**config.mk**
```make
export PLATFORM = sky130hd
export DESIGN_NAME = dmd_top
export DESIGN_NICKNAME = d
export VERILOG_FILES = /design/src/rtl/dmd_pkg.sv /design/src/rtl/dmd_prescaler.sv /design/src/rtl/dmd_fb_counter.sv /design/src/rtl/dmd_ref_counter.sv /design/src/rtl/dmd_top.sv
export SDC_FILE = /design/constraint.sdc
export NUM_CORES = 1
export LEC_CHECK = 0
export ABC_AREA = 1
export BUFFER_PORTS_ARGS = -buffer_cell sky130_fd_sc_hd__buf_2
export CAP_MARGIN = 20
export CORE_MARGIN = 8
export CORE_UTILIZATION = 40
export DETAILED_ROUTE_END_ITERATION = 10
export MAX_ROUTING_LAYER = met4
export SYNTH_ARGS = -nofsm -noshare
export SYNTH_HDL_FRONTEND = slang
export SYNTH_SLANG_ARGS = --single-unit
export TNS_END_PERCENT = 5
```
**constraint.sdc**
```tcl
create_clock -name clk -period 2 [get_ports clk]
set_input_delay 0.2 -clock clk [delete_from_list [all_inputs] [get_ports clk]]
set_output_delay 0.2 -clock clk [all_outputs]
set_load 0.05 [all_outputs]
```
**src/rtl/dmd_pkg.sv**
```systemverilog
package dmd_pkg;

  // Smallest legal main count; smaller requests are raised to it.
  function automatic int unsigned legal_n(int unsigned n, int unsigned n_min);
    return (n < n_min) ? n_min : n;
  endfunction

  // Swallow count may not exceed the main count.
  function automatic int unsigned legal_a(int unsigned a, int unsigned n);
    return (a > n) ? n : a;
  endfunction

  // Ratio 1 is pass-through; 0 and the gap below r_min map to r_min.
  function automatic int unsigned legal_r(int unsigned r, int unsigned r_min);
    if (r == 1) return 1;
    return (r < r_min) ? r_min : r;
  endfunction

  // Total feedback division for a prescaler of base 2**p_w.
  function automatic int unsigned fb_ratio(int unsigned n, int unsigned a, int unsigned p_w);
    return (n << p_w) + a;
  endfunction

endpackage

```
**src/rtl/dmd_prescaler.sv**
```systemverilog
module dmd_prescaler #(
  parameter int P_W = 6
) (
  input  logic clk,
  input  logic rst_n,
  input  logic mod_sel,
  output logic pres_tc
);
  localparam int P_BASE = 1 << P_W;

  logic [P_W:0] pc;
  logic [P_W:0] lim;

  assign lim     = mod_sel ? (P_W+1)'(P_BASE) : (P_W+1)'(P_BASE - 1);
  assign pres_tc = (pc == lim);

  always_ff @(posedge clk) begin
    if (!rst_n)       pc <= '0;
    else if (pres_tc) pc <= '0;
    else              pc <= pc + 1'b1;
  end

  p_pc_bound_r2: assert property (@(posedge clk) disable iff (!rst_n)
    pc <= (P_W+1)'(P_BASE));

endmodule

```
**src/rtl/dmd_fb_counter.sv**
```systemverilog
module dmd_fb_counter #(
  parameter int A_W   = 6,
  parameter int N_W   = 12,
  parameter int N_MIN = 5,
  parameter int RST_N = 5,
  parameter int RST_A = 0
) (
  input  logic           clk,
  input  logic           rst_n,
  input  logic           an_wr,
  input  logic [A_W-1:0] a_in,
  input  logic [N_W-1:0] n_in,
  input  logic           pres_tc,
  output logic           mod_sel,
  output logic           fb_tc
);
  logic [N_W-1:0] k;
  logic [A_W-1:0] a_act, a_pend;
  logic [N_W-1:0] n_act, n_pend;
  logic           pend_v;
  logic [N_W-1:0] n_wr_legal;
  logic [A_W-1:0] a_wr_legal;

  assign n_wr_legal = N_W'(dmd_pkg::legal_n(32'(n_in), N_MIN));
  assign a_wr_legal = A_W'(dmd_pkg::legal_a(32'(a_in), 32'(n_wr_legal)));

  assign mod_sel = (k < N_W'(a_act));
  assign fb_tc   = pres_tc && (k == n_act - 1'b1);

  always_ff @(posedge clk) begin
    if (!rst_n) begin
      k      <= '0;
      a_act  <= A_W'(RST_A);
      n_act  <= N_W'(RST_N);
      a_pend <= '0;
      n_pend <= '0;
      pend_v <= 1'b0;
    end else begin
      if (fb_tc) begin
        k <= '0;
        if (pend_v) begin
          a_act <= a_pend;
          n_act <= n_pend;
        end
      end else if (pres_tc) begin
        k <= k + 1'b1;
      end
      // A write in the boundary cycle stays pending for the next boundary.
      if (an_wr) begin
        a_pend <= a_wr_legal;
        n_pend <= n_wr_legal;
        pend_v <= 1'b1;
      end else if (fb_tc) begin
        pend_v <= 1'b0;
      end
    end
  end

  p_a_le_n_r4: assert property (@(posedge clk) disable iff (!rst_n)
    N_W'(a_act) <= n_act);
  p_n_min_r3: assert property (@(posedge clk) disable iff (!rst_n)
    n_act >= N_W'(N_MIN));
  p_an_hold_r5: assert property (@(posedge clk) disable iff (!rst_n)
    !fb_tc |=> ($stable(a_act) && $stable(n_act)));

endmodule

```
**src/rtl/dmd_ref_counter.sv**
```systemverilog
module dmd_ref_counter #(
  parameter int R_W   = 13,
  parameter int R_MIN = 5,
  parameter int RST_R = 5
) (
  input  logic           clk,
  input  logic           rst_n,
  input  logic           r_wr,
  input  logic [R_W-1:0] r_in,
  input  logic           fb_tc,
  input  logic           ref_tick,
  output logic           ref_tc
);
  logic [R_W-1:0] rc;
  logic [R_W-1:0] r_act, r_arm, r_pend;
  logic           arm_v, pend_v;
  logic [R_W-1:0] r_wr_legal;

  assign r_wr_legal = R_W'(dmd_pkg::legal_r(32'(r_in), R_MIN));
  assign ref_tc     = ref_tick && (rc == r_act - 1'b1);

  always_ff @(posedge clk) begin
    if (!rst_n) begin
      rc     <= '0;
      r_act  <= R_W'(RST_R);
      r_arm  <= '0;
      r_pend <= '0;
      arm_v  <= 1'b0;
      pend_v <= 1'b0;
    end else begin
      if (ref_tc) begin
        rc <= '0;
        if (arm_v) r_act <= r_arm;
      end else if (ref_tick) begin
        rc <= rc + 1'b1;
      end
      // Second buffer stage: pending moves to armed at the feedback boundary.
      if (fb_tc && pend_v) begin
        r_arm <= r_pend;
        arm_v <= 1'b1;
      end else if (ref_tc) begin
        arm_v <= 1'b0;
      end
      if (r_wr) begin
        r_pend <= r_wr_legal;
        pend_v <= 1'b1;
      end else if (fb_tc) begin
        pend_v <= 1'b0;
      end
    end
  end

  p_r_legal_r7: assert property (@(posedge clk) disable iff (!rst_n)
    (r_act == R_W'(1)) || (r_act >= R_W'(R_MIN)));
  p_r_hold_r8: assert property (@(posedge clk) disable iff (!rst_n)
    !ref_tc |=> $stable(r_act));
  p_arm_after_fb_r8: assert property (@(posedge clk) disable iff (!rst_n)
    $rose(arm_v) |-> $past(fb_tc));

endmodule

```
**src/rtl/dmd_top.sv**
```systemverilog
module dmd_top #(
  parameter int P_W   = 6,
  parameter int A_W   = 6,
  parameter int N_W   = 12,
  parameter int R_W   = 13,
  parameter int N_MIN = 5,
  parameter int R_MIN = 5,
  parameter int RST_N = 5,
  parameter int RST_A = 0,
  parameter int RST_R = 5
) (
  input  logic           clk,
  input  logic           rst_n,
  input  logic           an_wr,
  input  logic [A_W-1:0] a_in,
  input  logic [N_W-1:0] n_in,
  input  logic           r_wr,
  input  logic [R_W-1:0] r_in,
  input  logic           ref_tick,
  output logic           fb_pulse,
  output logic           ref_pulse,
  output logic           mod_ctl
);
  logic mod_sel;
  logic pres_tc;
  logic fb_tc;
  logic ref_tc;

  dmd_prescaler #(.P_W(P_W)) u_presc (
    .clk     (clk),
    .rst_n   (rst_n),
    .mod_sel (mod_sel),
    .pres_tc (pres_tc)
  );

  dmd_fb_counter #(
    .A_W(A_W), .N_W(N_W), .N_MIN(N_MIN), .RST_N(RST_N), .RST_A(RST_A)
  ) u_fb (
    .clk     (clk),
    .rst_n   (rst_n),
    .an_wr   (an_wr),
    .a_in    (a_in),
    .n_in    (n_in),
    .pres_tc (pres_tc),
    .mod_sel (mod_sel),
    .fb_tc   (fb_tc)
  );

  dmd_ref_counter #(.R_W(R_W), .R_MIN(R_MIN), .RST_R(RST_R)) u_ref (
    .clk      (clk),
    .rst_n    (rst_n),
    .r_wr     (r_wr),
    .r_in     (r_in),
    .fb_tc    (fb_tc),
    .ref_tick (ref_tick),
    .ref_tc   (ref_tc)
  );

  assign mod_ctl = mod_sel;

  always_ff @(posedge clk) begin
    if (!rst_n) begin
      fb_pulse  <= 1'b0;
      ref_pulse <= 1'b0;
    end else begin
      fb_pulse  <= fb_tc;
      ref_pulse <= ref_tc;
    end
  end

  p_mod_stable_r2: assert property (@(posedge clk) disable iff (!rst_n)
    !pres_tc |=> $stable(mod_sel));
  p_fb_single_r1: assert property (@(posedge clk) disable iff (!rst_n)
    fb_pulse |=> !fb_pulse);
  p_ref_after_tick_r6: assert property (@(posedge clk) disable iff (!rst_n)
    ref_pulse |-> $past(ref_tick));

endmodule

```
# Word-level counts from Yosys, hierarchy flattened
# Index checks and enable logic that the tools add are counted.
op_classes:
  n_addsub: 5
  n_lt_le_gt_ge: 4
  eq_ne: 4
  muxes: 12
  bitwise_logic: 1
  n_reduce_logical: 11
op_table:
  columns: ["cell", "count"]
  rows:
  - ["2-to-1 mux 13 bit", 2]
  - ["adder 13 x 1 -> 13 bit (second input constant)", 1]
  - ["== test 13 x 1 -> 1 bit (second input constant)", 1]
  - ["== test 13 bit", 1]
  - ["less-than comparator 13 x 3 -> 1 bit (second input constant)", 1]
  - ["subtractor 13 x 1 -> 13 bit (second input constant)", 1]
  - ["adder 12 x 1 -> 12 bit (second input constant)", 1]
  - ["== test 12 bit", 1]
  - ["greater-than comparator 6 x 12 -> 1 bit", 1]
  - ["less-than comparator 12 x 3 -> 1 bit (second input constant)", 1]
  - ["less-than comparator 12 x 6 -> 1 bit", 1]
  - ["2-to-1 mux 12 bit", 1]
  - ["subtractor 12 x 1 -> 12 bit (second input constant)", 1]
  - ["adder 7 x 1 -> 7 bit (second input constant)", 1]
  - ["== test 7 bit", 1]
  - ["2-to-1 mux 1 bit", 7]
  - ["2-to-1 mux 7 bit", 1]
  - ["2-to-1 mux 6 bit", 1]
  - ["nonzero test 2 bit", 3]
  - ["OR reduction 2 bit", 3]
  - ["AND reduction 2 bit", 2]
  - ["logical AND 1 bit", 3]
  - ["NOT 1 bit", 1]
totals:
  reg_bits: 112
  in_bits: 36
  out_inout_bits: 3

# Logic depth before layout (Yosys ltp)
# Gate-level depths: netlist of the first run.
depth:
  depth_word: 6
  ltp_mapped: 17
  ltp_nobuf: 17

# Cells and area by module
# A second synthesis of the first run with hierarchy kept.
hier_totals:
  hier_cells: 891
  hier_area_um2: 6003.3
by_module_without_submodules:
  columns: ["module", "instances", "cells_per_inst", "area_per_inst_um2"]
  rows:
  - ["dmd_fb_counter", 1, 417, 2800.2]
  - ["dmd_ref_counter", 1, 414, 2785.2]
  - ["dmd_prescaler", 1, 54, 362.8]
  - ["dmd_top", 1, 6, 55.1]

# Worst setup path after synthesis of the first run
# No wires, ideal clock.
synth_timing:
  path_type: "reg-to-reg"
  start: "register u_fb.n_act[0]"
  end: "register u_fb.n_act[2]"
  setup_time_ps: 133
  arrival_time_ps: 1830
  required_ps: 1867
  setup_slack_ps: 37
  path_stages_with_launch: 16
  n_path_buf: 1
  period_less_slack_ps: 1963
  path_cell_list: "dfxtp_1 -> inv_2 -> ha_1 -> nand2_1 -> inv_1 -> nor2_1 -> nand2_1 -> nor2_1 -> nand2_1 -> nor2_2 -> nand3_2 -> nor2_8 -> nand4_4 -> buf_2 -> nand2_1 -> nand3_1"
synth_between:
  elab_chain_cells: 4
synth_rtl:
  columns: ["element", "line", "source"]
  rows:
  - ["start: declaration", "dmd_fb_counter.sv:19", "logic [N_W-1:0] n_act, n_pend;"]
  - ["start signal: assignment", "dmd_fb_counter.sv:34", "n_act <= N_W'(RST_N);"]
  - ["start signal: assignment", "dmd_fb_counter.sv:43", "n_act <= n_pend;"]
  - ["subtractor 12 x 1 -> 12 bit", "dmd_fb_counter.sv:28", "assign fb_tc = pres_tc && (k == n_act - 1'b1);"]
  - ["== test 12 bit", "dmd_fb_counter.sv:28", null]
  - ["logical AND 1 bit", "dmd_fb_counter.sv:28", null]
  - ["AND reduction 2 bit (no line)", null, null]
# No other way between the ends.
# A chain may end at the register's enable or synchronous reset.

# Worst setup path after layout of the first run
layout_timing:
  start: "register u_fb.n_act[0]"
  end: "register u_fb.a_act[0]"
layout_between:
  elab_chain_cells: 4
layout_rtl:
  columns: ["element", "line", "source"]
  rows:
  - ["subtractor 12 x 1 -> 12 bit", "dmd_fb_counter.sv:28", null]
  - ["== test 12 bit", "dmd_fb_counter.sv:28", null]
  - ["logical AND 1 bit", "dmd_fb_counter.sv:28", null]
  - ["AND reduction 2 bit (no line)", null, null]
  - ["end signal: assignment", "dmd_fb_counter.sv:33", "a_act <= A_W'(RST_A);"]
  - ["end signal: assignment", "dmd_fb_counter.sv:42", "a_act <= a_pend;"]
  - ["end: declaration", "dmd_fb_counter.sv:18", "logic [A_W-1:0] a_act, a_pend;"]
# No other way between the ends.

==> metrics.csv, run 1 <==
stage,metric,value,unit
outcome,violations,setup timing,
power,ir_worst_vdd,0.516,mV
hold_path,holdCritPathClass,in2reg,
sta,slew_headroom,0.645,
synthesis,synth_cells,926,
place,dp_slack,-0.295,ns
place,placed_cell_area,0.00681,sq mm
power,power_density,586,mW/mm^2
floorplan,rows,45,
sta,hold_viol,0,
synthesis,synth-main-ff-cell,dfxtp_1,
setup_path,path_buf_inv,3,
drt,viasPerCell,4.70,
finish,area_delta_synth_final,22.3,%
sta,max_slew.worst_pin.slew,0.533,ns
setup_path,cp-end-kind,flip-flop,
drt,drt_iter0_drc,284,
global_route,grt_max_degree,32,
clock_tree,cts_num_sinks,112,
setup_path,crit_path_max_fanout,12,
power,total_power,4.34,mW
setup_path,cp_top_family,simple AND/OR/NAND/NOR gates,
job,drv_cap,0,
setup_path,r2r_start,u_fb.n_act[0],
floorplan,io-pin-count,39,
synthesis,synth_edf_count,0,
floorplan,initial_utilization,0.403,
clock_tree,hold_buffers,0,
synthesis,syn_avg_cell_area,6.55,sq um
drt,drt-pass1-iter-count,4,
clock_tree,clk_latency,0.36,ns
setup_path,cp_data_required_time,2.25,ns
power,clock_power_share,0.404,
sta,timing.hold.ws,0.0972,ns
setup_path,start_kind,flip-flop,
synthesis,yosys-top-cells-area,"dfxtp_1 (37%), nand2_1 (16%), nor2_1 (9.8%)",
finish,diodes,0,
sta,fin_crit,2.03,ns
drt,top_layer,met4,
global_route,overflow,0,
sta,clock-skew-final,0.00775,ns
sta,setup_viol_count_final,16,
sta,max_freq,493,MHz
floorplan,die_w,139,microns
setup_path,critical_path_depth,15,
global_route,grt_pass1_vias,5411,
power,switchingPower,1.02,mW
drt,wl_met1,6590,microns
drt,vias,5665,
sta,fin_setup_tns,-0.194,ns
finish,mostFrequentLayoutCells,"nand2_1 (238), nor2_1 (145), inv_1 (110)",
synthesis,yosys.area.top_type,dfxtp_1,
setup_path,reg2reg_slack,-0.03,ns
drt,drt_wl_total,13800,microns
synthesis,async_reset_ff_frac,0,
setup_path,crit_start,u_fb.n_act[0],
global_route,antenna_found_initial,0,
synthesis,yosysTopAreaCellShare,0.370,
finish,final_common_cell,nand2_1,
place,dp.cells,1182,
sta,final_max_slew_viol_count,0,
sta,min_period_over_period,1.01,
setup_path,crit_chain,"inv_2, ha_4, nand2_2, inv_2, nor2_1, nand2_1, nor2_1, nand2_1, nor2_2, nand3_2, nor2_8, nand4_4, bufbuf_16, nor2_1, nor2_1",
synthesis,seq_area_frac_synth,0.370,
drt,dr_wl_met2,6690,microns
synthesis,yosys_warnings,0,
floorplan,core,0.0150,sq mm
global_route,grt_pass1_wl,24300,microns
clock_tree,cts_tree,built,
finish,final_util,0.493,
drt,post_drt_wl_per_cell,11.4,microns
clock_tree,root_buffer,clkbuf_16,
setup_path,cp_common_cell,nor2_1,
power,p_int,3.32,mW
drt,ant_nets,0,
finish,nets,1065,
drt,dr_wl_met3,419,microns
setup_path,path_class,reg2reg,
setup_path,max_stage_delay,0.35,ns
power,p_leak,3.61,nW
floorplan,dieArea,0.0194,sq mm
power,swShare,0.235,
setup_path,crit_path_end,u_fb.a_act[0],
setup_path,worst_r2r_endpoint,u_fb.a_act[0],
place,dp_hpwl,10200,microns
synthesis,syn_nets,978,
clock_tree,clockBufferDepth,2,
power,p_comb_frac,0.063,
clock_tree,numCtsBuffers,9,
finish,drive_gt1_frac,0.195,
sta,worst_slack,-0.0286,ns
setup_path,slowest_stage,dfxtp_2,
place,io_buffers,38,
sta,grt_setup_unrepaired,yes,
place,routabilityCongestion,0.828,
power,p_seq_frac,0.533,
global_route,grt_use_total,0.154,
finish,layoutNonFillerInstCount,1206,
synthesis,syn_area,0.00606,sq mm
setup_path,worstPathArrival,2.28,ns
clock_tree,h-tree-depth,3,
synthesis,ys_ff_latch,112,
drt,drc,0,
synthesis,yosysUniqueCellTypes,32,
setup_path,reg2reg_depth,15,
clock_tree,clk_pin_slew,0.07,ns
outcome,status,"complete, but fails checks",
finish,fin_area,0.00741,sq mm
floorplan,die_y,139,microns
cell type report:
| type | instances | area (sq um) |
|---|---|---|
| clock buffer | 11 | 253 |
| fill | 1548 | 7620 |
| tap | 188 | 235 |
| multi-input combinational | 666 | 3390 |
| timing repair buffer | 103 | 795 |
| clock inverter | 5 | 38.8 |
| sequential | 112 | 2250 |
| inverter | 121 | 454 |
per-layer routing:
layer  vias to the layer above  track usage
met4                         0       0.0364
met5                         -            -
li1                       3078            -
met1                      2510        0.179
met2                        71        0.265
met3                         6       0.0379
sequential cells by signal (all words and copies together), names as in the netlist, 6 cells and up:
| signal | flops |
|---|---|
| u_fb.a_act | 6 |
| u_fb.a_pend | 6 |
| u_fb.k | 12 |
| u_fb.n_act | 12 |
| u_fb.n_pend | 12 |
| u_presc.pc | 7 |
| u_ref.r_act | 13 |
| u_ref.r_arm | 13 |
| u_ref.r_pend | 13 |
| u_ref.rc | 13 |
how the worst min path moves through the flow:
stage	cells past startpoint	from	to
final	3	r_in[8]	u_ref.r_pend[8]
after global routing	3	r_in[5]	u_ref.r_pend[5]
after CTS	3	r_in[8]	u_ref.r_pend[8]
after detailed placement	2	u_ref.r_pend[5]	u_ref.r_pend[5]
after global placement	1	u_presc.pc[0]	u_presc.pc[0]
after floorplan	2	n_in[10]	u_fb.n_pend[10]
synthesized netlist by cell type (all sizes together) (3+ instances only):
library cell / number
nand3: 54
nor2: 172
xor2: 20
a21oi: 44
nor3: 19
dfxtp: 112
nor4: 3
buf: 13
nand4: 27
ha: 16
xnor2: 8
inv: 120
clkbuf: 14
o21ai: 27
nand2: 263
o211ai: 3
nand3b: 4
worst reg2reg max path, stage by stage, from the launching register on:
cell,delay [ns]
dfxtp_2,0.35
inv_2,0.05
ha_4,0.24
nand2_2,0.06
inv_2,0.03
nor2_1,0.07
nand2_1,0.06
nor2_1,0.08
nand2_1,0.06
nor2_2,0.11
nand3_2,0.13
nor2_8,0.12
nand4_4,0.11
bufbuf_16,0.31
nor2_1,0.09
nor2_1,0.05
repair_timing:
item	CTS	global route
setup buffers	5	1
pin swaps	6	11
gates resized for setup	24	43
endpoints found under the setup margin	70	79
gates cloned	2	0
power by group through the flow:
stage          Sequential [mW]  Clock (mW)  Combinational (mW)
2_1_floorplan             2.36           0               0.155
3_3_place_gp              2.37           0               0.268
3_5_place_dp              2.37           0               0.271
4_1_cts                   2.31        1.82               0.273
5_1_grt                   2.32        1.92               0.321
6_report                  2.31        1.75               0.275
logic make-up (layout without fill, tap and decap cells):
logic type	count (synthesis)	after routing	synth area share
adder cells (fa/ha/maj)	16	16	0.0330
XOR/XNOR	28	28	0.0404
AND/OR/NAND/NOR	546	546	0.392
buffers and inverters	148	240	0.100
AO/OA/AOI/OAI	76	76	0.0648
flip-flops	112	112	0.370
No activity file was read; power rests on OpenSTA's default activity.
==> inputs of run 2 (changes only) <==
--- a/config.mk
+++ b/config.mk
@@ -8,6 +8,7 @@
 export ABC_AREA = 1
 export BUFFER_PORTS_ARGS = -buffer_cell sky130_fd_sc_hd__buf_2
 export CAP_MARGIN = 20
+export CORE_ASPECT_RATIO = 1.5
 export CORE_MARGIN = 8
 export CORE_UTILIZATION = 40
 export DETAILED_ROUTE_END_ITERATION = 10
==> metrics.csv, run 2 (synthesis gave the netlist of run 1 again) <==
stage,metric,value,unit
power,clock_power_share,0.414,
setup_path,cp-end-kind,flip-flop,
sta,grt_setup_unrepaired,yes,
setup_path,reg2reg_slack,-0.05,ns
power,p_seq_frac,0.522,
power,power_density,603,mW/mm^2
place,io_buffers,38,
drt,post_drt_wl_per_cell,12.1,microns
setup_path,crit_chain,"inv_2, ha_4, nand2_1, inv_1, nor2_1, nand2_1, nor2_1, nand2_1, nor2_2, nand3_2, nor2_8, nand4_4, buf_4, nor2_1, nor2_1",
sta,fin_setup_tns,-0.369,ns
hold_path,min_to,u_ref.r_pend[6],
outcome,violations,setup timing,
setup_path,cp_data_required_time,2.24,ns
power,switchingPower,1.14,mW
floorplan,core,0.0149,sq mm
clock_tree,cts_tree,built,
power,total_power,4.43,mW
global_route,grt_use_total,0.167,
setup_path,cp_common_cell,nor2_1,
finish,final_common_cell,nand2_1,
floorplan,rows,55,
setup_path,reg2reg_depth,15,
global_route,grt_max_degree,57,
setup_path,start_kind,flip-flop,
drt,drt_wl_total,14700,microns
clock_tree,hold_buffers,0,
finish,diodes,0,
sta,clock-skew-final,0.0135,ns
drt,vias,5763,
place,dp_hpwl,11300,microns
clock_tree,h-tree-depth,3,
finish,fin_area,0.00735,sq mm
sta,slew_headroom,0.450,
finish,nets,1064,
hold_path,worstHoldStart,r_in[6],
hold_path,holdCritPathClass,in2reg,
hold_path,hold_depth,3,
sta,hold_viol,0,
drt,drc,0,
place,placed_cell_area,0.00682,sq mm
sta,max_freq,488,MHz
sta,min_period_over_period,1.02,
setup_path,worst_r2r_endpoint,u_fb.n_act[9],
clock_tree,cts_num_sinks,112,
job,drv_cap,0,
power,p_comb_frac,0.064,
sta,worst_slack,-0.0497,ns
drt,viasPerCell,4.74,
floorplan,die_w,117,microns
place,routabilityCongestion,0.871,
finish,final_util,0.492,
sta,fin_crit,2.05,ns
power,ir_worst_vdd,0.369,mV
drt,drt-pass1-iter-count,5,
setup_path,worstPathArrival,2.29,ns
clock_tree,clk_pin_slew,0.09,ns
setup_path,path_class,reg2reg,
global_route,grt_pass1_wl,25600,microns
finish,area_delta_synth_final,21.3,%
finish,mostFrequentLayoutCells,"nand2_1 (250), nor2_1 (149), inv_1 (112)",
floorplan,io-pin-count,39,
sta,max_slew.worst_pin.slew,0.825,ns
clock_tree,clockBufferDepth,2,
sta,final_max_slew_viol_count,0,
clock_tree,numCtsBuffers,9,
setup_path,path_buf_inv,3,
setup_path,r2r_start,u_fb.n_act[0],
setup_path,cp_top_family,simple AND/OR/NAND/NOR gates,
power,swShare,0.256,
outcome,status,"complete, but fails checks",
clock_tree,clk_latency,0.36,ns
floorplan,dieArea,0.0194,sq mm
global_route,antenna_found_initial,0,
setup_path,crit_path_max_fanout,6,
setup_path,max_stage_delay,0.34,ns
floorplan,die_y,167,microns
setup_path,slowest_stage,dfxtp_2,
clock_tree,root_buffer,clkbuf_16,
setup_path,critical_path_depth,15,
drt,drt_iter0_drc,245,
sta,setup_viol_count_final,17,
power,p_leak,3.57,nW
power,p_int,3.30,mW
floorplan,initial_utilization,0.406,
global_route,grt_pass1_vias,5842,
drt,ant_nets,0,
global_route,overflow,0,
finish,drive_gt1_frac,0.176,
[run 2: worst max-delay path by stage]
stage	start	to	slack, ns
after floorplan	u_fb.n_act[0]	u_fb.n_act[2]	0.04
after detailed placement	n_in[6]	u_fb.a_pend[1]	-0.30
after CTS	u_fb.a_act[5]	u_fb.n_act[9]	-0.09
after global placement	n_in[8]	u_fb.a_pend[2]	-0.25
after global routing	u_fb.n_act[0]	u_fb.n_act[10]	-0.24
final	u_fb.n_act[0]	u_fb.n_act[9]	-0.05
[run 2: repair_timing]
| item | in CTS | in global routing |
|---|---|---|
| pin swaps | 2 | 10 |
| resized for setup | 18 | 30 |
| gates cloned | 1 | 1 |
| endpoints found under the setup margin | 73 | 85 |
| buffers inserted | 3 | 1 |
[run 2: power by group through the flow]
stage / combinational, mW / clock, mW / sequential [mW]
3_3_place_gp: 0.271 / 0 / 2.37
5_1_grt: 0.325 / 1.95 / 2.32
2_1_floorplan: 0.155 / 0 / 2.36
4_1_cts: 0.276 / 1.88 / 2.31
6_report: 0.285 / 1.83 / 2.31
3_5_place_dp: 0.273 / 0 / 2.37
[run 2: layout make-up]
type	instances	area, sq um
well taps	199	249
multi-input cells	667	3350
flip-flops and latches	112	2240
clock buffers	9	225
fillers	1563	7580
clock inverters	7	83.8
repair buffers	101	743
inverters	121	454
[run 2: stage by stage]
| stage | hold WS (ns) | setup WS (ns) | instances |
|---|---|---|---|
| floorplan | 0.335 | 0.0370 | 926 |
| global placement | 0.454 | -0.253 | 1194 |
| detailed placement | 0.458 | -0.305 | 1194 |
| CTS | 0.0836 | -0.0896 | 1214 |
| global route | 0.102 | -0.242 | 1216 |
| finish | 0.0976 | -0.0497 | 1216 |
[run 2: layer usage]
layer	share of wire	track usage
met5	0	-
met4	0.035	0.0867
met2	0.56	0.312
met1	0.39	0.166
met3	0.014	0.0145
[run 2: tightest hold or removal path: cells and delay by family]
| family | cells | cell delay (ns) |
|---|---|---|
| buffers and inverters | 1 | 0.11 |
| AND/OR/NAND/NOR | 1 | 0.06 |
| AO/OA/AOI/OAI | 1 | 0.05 |
